===== src/rtl/spinlock_pkg.sv =====
package spinlock_pkg;
  localparam int DATA_W = 32;
  typedef logic [DATA_W-1:0] word_t;

  // Per-port decoded request kinds
  typedef enum logic [1:0] {
    REQ_NONE   = 2'd0,
    REQ_LOCK   = 2'd1,
    REQ_STATUS = 2'd2
  } rd_kind_e;
endpackage


===== src/rtl/spinlock_decode.sv =====
module spinlock_decode #(
  parameter int ADDR_W      = 12,
  parameter int NUM_LOCKS   = 32,
  parameter int LOCK_BASE   = 'h100,
  parameter int STATUS_ADDR = 'h000
) (
  input  logic [ADDR_W-1:0]    addr,
  input  logic                 rd,
  input  logic                 wr,
  output logic [NUM_LOCKS-1:0] acq_vec,
  output logic [NUM_LOCKS-1:0] rel_vec,
  output logic                 stat_rd
);
  localparam logic [ADDR_W-1:0] BASE = ADDR_W'(LOCK_BASE);
  localparam logic [ADDR_W-1:0] SPAN = ADDR_W'(4 * NUM_LOCKS);
  localparam logic [ADDR_W-1:0] STAT = ADDR_W'(STATUS_ADDR);

  logic [ADDR_W-1:0]    off;
  logic                 in_win;
  logic [NUM_LOCKS-1:0] sel;

  assign off    = addr - BASE;
  assign in_win = (addr >= BASE) && (off < SPAN);

  for (genvar n = 0; n < NUM_LOCKS; n++) begin : g_sel
    assign sel[n] = in_win && (off == ADDR_W'(4 * n));
  end

  assign acq_vec = rd ? sel : '0;
  assign rel_vec = wr ? sel : '0;
  assign stat_rd = rd && (addr == STAT);
endmodule


===== src/rtl/spinlock_arbiter.sv =====
module spinlock_arbiter #(
  parameter int NUM_LOCKS = 32
) (
  input  logic                 clk,
  input  logic                 rst,
  input  logic [NUM_LOCKS-1:0] acq0,
  input  logic [NUM_LOCKS-1:0] acq1,
  input  logic [NUM_LOCKS-1:0] rel0,
  input  logic [NUM_LOCKS-1:0] rel1,
  output logic [NUM_LOCKS-1:0] grant0,
  output logic [NUM_LOCKS-1:0] grant1,
  output logic [NUM_LOCKS-1:0] lock_q
);
  logic [NUM_LOCKS-1:0] after_rel;

  // Releases resolve first, then port 0 ahead of port 1
  assign after_rel = lock_q & ~(rel0 | rel1);
  assign grant0    = acq0 & ~after_rel;
  assign grant1    = acq1 & ~after_rel & ~grant0;

  always_ff @(posedge clk) begin
    if (rst) lock_q <= '0;
    else     lock_q <= after_rel | grant0 | grant1;
  end
endmodule


===== src/rtl/spinlock_readout.sv =====
module spinlock_readout
  import spinlock_pkg::*;
#(
  parameter int NUM_LOCKS = 32
) (
  input  logic                 clk,
  input  logic                 rst,
  input  logic                 stat_rd,
  input  logic [NUM_LOCKS-1:0] grant,
  input  logic [NUM_LOCKS-1:0] status,
  output word_t                rdata
);
  always_ff @(posedge clk) begin
    if (rst)          rdata <= '0;
    else if (stat_rd) rdata <= DATA_W'(status);
    else              rdata <= DATA_W'(grant);
  end
endmodule


===== src/rtl/spinlock_bank.sv =====
module spinlock_bank
  import spinlock_pkg::*;
#(
  parameter int ADDR_W      = 12,
  parameter int NUM_LOCKS   = 32,
  parameter int LOCK_BASE   = 'h100,
  parameter int STATUS_ADDR = 'h000
) (
  input  logic              clk,
  input  logic              rst,
  input  logic [ADDR_W-1:0] p0_addr,
  input  logic              p0_rd,
  input  logic              p0_wr,
  input  logic [31:0]       p0_wdata,
  output logic [31:0]       p0_rdata,
  input  logic [ADDR_W-1:0] p1_addr,
  input  logic              p1_rd,
  input  logic              p1_wr,
  input  logic [31:0]       p1_wdata,
  output logic [31:0]       p1_rdata
);
  localparam int NPORT = 2;

  logic [ADDR_W-1:0]    addr_a [NPORT];
  logic                 rd_a   [NPORT];
  logic                 wr_a   [NPORT];
  logic [NUM_LOCKS-1:0] acq_a  [NPORT];
  logic [NUM_LOCKS-1:0] rel_a  [NPORT];
  logic                 stat_a [NPORT];
  logic [NUM_LOCKS-1:0] gnt_a  [NPORT];
  word_t                rdat_a [NPORT];
  logic [NUM_LOCKS-1:0] lock_q;
  logic [63:0]          wdata_unused;

  // Write data carries no meaning for a release
  assign wdata_unused = {p0_wdata, p1_wdata};

  assign addr_a[0] = p0_addr;
  assign addr_a[1] = p1_addr;
  assign rd_a[0]   = p0_rd;
  assign rd_a[1]   = p1_rd;
  assign wr_a[0]   = p0_wr;
  assign wr_a[1]   = p1_wr;
  assign p0_rdata  = rdat_a[0];
  assign p1_rdata  = rdat_a[1];

  for (genvar p = 0; p < NPORT; p++) begin : g_port
    spinlock_decode #(
      .ADDR_W(ADDR_W), .NUM_LOCKS(NUM_LOCKS),
      .LOCK_BASE(LOCK_BASE), .STATUS_ADDR(STATUS_ADDR)
    ) u_dec (
      .addr(addr_a[p]), .rd(rd_a[p]), .wr(wr_a[p]),
      .acq_vec(acq_a[p]), .rel_vec(rel_a[p]), .stat_rd(stat_a[p])
    );

    spinlock_readout #(.NUM_LOCKS(NUM_LOCKS)) u_rd (
      .clk(clk), .rst(rst), .stat_rd(stat_a[p]),
      .grant(gnt_a[p]), .status(lock_q), .rdata(rdat_a[p])
    );
  end

  spinlock_arbiter #(.NUM_LOCKS(NUM_LOCKS)) u_arb (
    .clk(clk), .rst(rst),
    .acq0(acq_a[0]), .acq1(acq_a[1]),
    .rel0(rel_a[0]), .rel1(rel_a[1]),
    .grant0(gnt_a[0]), .grant1(gnt_a[1]),
    .lock_q(lock_q)
  );
endmodule


===== config.mk =====
export PLATFORM = sky130hd
export DESIGN_NAME = spinlock_bank
export DESIGN_NICKNAME = d
export VERILOG_FILES = /design/src/rtl/spinlock_pkg.sv /design/src/rtl/spinlock_decode.sv /design/src/rtl/spinlock_arbiter.sv /design/src/rtl/spinlock_readout.sv /design/src/rtl/spinlock_bank.sv
export SDC_FILE = /design/constraint.sdc
export NUM_CORES = 1
export LEC_CHECK = 0
export ABC_AREA = 1
export BUFFER_PORTS_ARGS = -buffer_cell sky130_fd_sc_hd__buf_2
export CORE_ASPECT_RATIO = 1.1
export CORE_MARGIN = 2
export CORE_UTILIZATION = 35
export DETAILED_ROUTE_END_ITERATION = 8
export PLACE_DENSITY_LB_ADDON = 0.05
export RECOVER_POWER = 100
export SLEW_MARGIN = 20
export SYNTH_ARGS = -nofsm -noshare
export SYNTH_HDL_FRONTEND = slang
export SYNTH_SLANG_ARGS = --single-unit

===== constraint.sdc =====
create_clock -name clk -period 2.5 [get_ports clk]
set_clock_uncertainty 0.1 [all_clocks]
set_input_delay 0.375 -clock clk [delete_from_list [all_inputs] [get_ports clk]]
set_output_delay 0.375 -clock clk [all_outputs]
set_load 0.05 [all_outputs]

==> results.ini <==
[grt]
antenna_found_initial=0
grt_max_degree=65
grt_pass1_wl_um=27500
grt-ovfl-total=0
grt_pass1_vias=5347
track_usage_pct=21.9

[floorplanning]
dieArea_um2=16100
num_rows=47
io_pins=158
die_h_um=133
start_util_pct=35.4
die_w_um=121
core_area_um2=14900

[worst_setup_path]
endpoint_kind=flop
r2r_slack_ps=1500
cp.required_ps=2620
critical_path.max_fanout=38
crit_arrival_ps=2040
cp-start-kind=primary input
critPathKind=primary input to flop

[detailed_routing]
ant_nets=0
drt-initial-drc-count=410
drc=0
via_per_inst=5.29
routed_wl_um=17600
route.vias.total=5652
dr.pass1.iters=7
drt-wirelength-per-cell_um=16.5

[cts]
post_cts_resized=0
clockRootBuffer=clkbuf_16
hold_buffers=0
insertion_delay_ps=360
post_cts_buffers=0
clk_pin_slew_ps=70
cts_tree=done
htreeDepth=3
cts_inserted_buffers=9
cts_max_path_buffers=2
clock_sinks=96

[synth]
synthesis.nets=886
ys_seq_area_share_pct=36.3
ys_warn_count=0
avgSynthCellArea_um2=6.68
ys_seq_elements=96
synth_area_leaders=dfxtp_1, nand2_1, nand3_1, nand4_1, nor2_1
ys_types=25
synth_top_area_share_pct=36.3
netlist_instances=792
syn_area_um2=5290
yosysTopAreaCell=dfxtp_1

[sta]
rsz0062_at_grt=false
setup_viol=0
worst_pin_slew_ps=883
hold_viol_final=0
drv_slew=0
maxClockFrequency_mhz=520
min_period_ps=1920
relSlewSlack_pct=41.1
worst_slack_ps=576
fin_setup_tns_ps=0
finalCritPeriodShare_pct=77.0

[placed_design]
place_congestion=0.834
dpl.hpwl_um=11500
port_buffers=93
preCtsSetupSlack_ps=510

[min_path]
hold_class=primary input to flop

[job]
cap_violations=0

[power_and_ir_drop]
irDropWorstVdd_mv=0.266
p_leak_nw=2.70
powerDensity_nw_per_um2=535

[finish]
area_delta_synth_final_pct=13.6
drive_gt1_share_pct=9.63
final_cell_mix=nand2_1, nand3_1, dfxtp_1
diodes=0
final_common_cell=nand2_1
nets=961
num-fill-cells=1667

[run_status]
status=finished, final reports clean

[through the flow]
step	cell area (µm²)	hold WS, ps	cells	util [%]	total power, W
6_report	6010	328	1068	40.2	0.00322
5_1_grt	6010	339	1068	40.2	0.00333
4_1_cts	6200	315	1068	41.5	0.00326
3_5_place_dp	5880	386	1052	39.4	0.00179
3_3_place_gp	5880	386	1052	39.4	0.00179
2_1_floorplan	5290	344	792	-	0.00170
[kinds of logic after synthesis]
kind of cell,synth area share [%]
and+or+nand+nor,38.1
AOI/OAI and AO/OA,14.1
buffers and inverters,11.5
DFF,36.3
[flip-flops by register name (all words and copies together) (netlist names)]
signal / cells
g_port.u_rd.rdata: 64
u_arb.lock_q: 32
[path summary, 6_finish.rpt]
path / depth (start not counted) / from / end
max: 8 / p1_addr[1] / g_port[1].u_rd.rdata[2]$_SDFF_PP0_
min: 4 / p1_addr[8] / g_port[1].u_rd.rdata[24]$_SDFF_PP0_
max reg2reg: 4 / u_arb.lock_q[15]$_SDFF_PP0_ / u_arb.lock_q[15]$_SDFF_PP0_
min reg2reg: 2 / u_arb.lock_q[9]$_SDFF_PP0_ / g_port[0].u_rd.rdata[9]$_SDFF_PP0_
[power by group]
group	total (W)	leakage, nW	internal (W)	switching, W
Clock	0.00146	0.148	0.000836	0.000629
Combinational	0.000225	1.78	0.0000537	0.000171
Sequential	0.00153	0.773	0.00153	0.000000107
Total	0.00322	2.70	0.00242	0.000800
[area by class of cell]
| type | instances | area (µm²) | share of cell area (%) |
|---|---|---|---|
| clock inverter | 5 | 62.6 | 1.04 |
| clock buffer | 11 | 253 | 4.21 |
| multi-input combinational | 560 | 2650 | 44.1 |
| tap | 196 | 245 | 4.08 |
| timing repair buffer | 113 | 548 | 9.12 |
| inverter | 87 | 327 | 5.43 |
| sequential | 96 | 1920 | 32.0 |
[cell usage after synthesis]
master,instances
clkbuf_2,4
clkbuf_1,25
a21oi_1,64
o21ai_1,37
inv_2,1
o21ai_0,48
nand3_2,18
nand2_2,6
clkinv_1,1
nor2_8,1
nor3_2,1
inv_1,85
nand3_1,82
nand4_1,63
buf_6,8
nand2_4,1
buf_4,7
buf_1,1
nor2_1,87
nor3_1,3
nor2_2,8
buf_2,4
dfxtp_1,96
nand2_1,137
nor2_4,4
[layer usage]
| metal | track usage, % | up-vias | part of all wire, % |
|---|---|---|---|
| met5 | 0 | - | 0 |
| met4 | 8.30 | 0 | 2.3 |
| met3 | 3.88 | 30 | 6.8 |
| met2 | 36.5 | 226 | 47 |
| met1 | 28.1 | 2598 | 44 |
| li1 | - | 2798 | - |
[critical path: stages]
cell and delay [ps]:
buf_2 100, nor2_1 220, nand2_1 330, nor2_1 300, nand2_2 80, buf_4 260
o21ai_0 240, a21oi_1 100
Note: power is estimated with default switching activity, not from simulation.
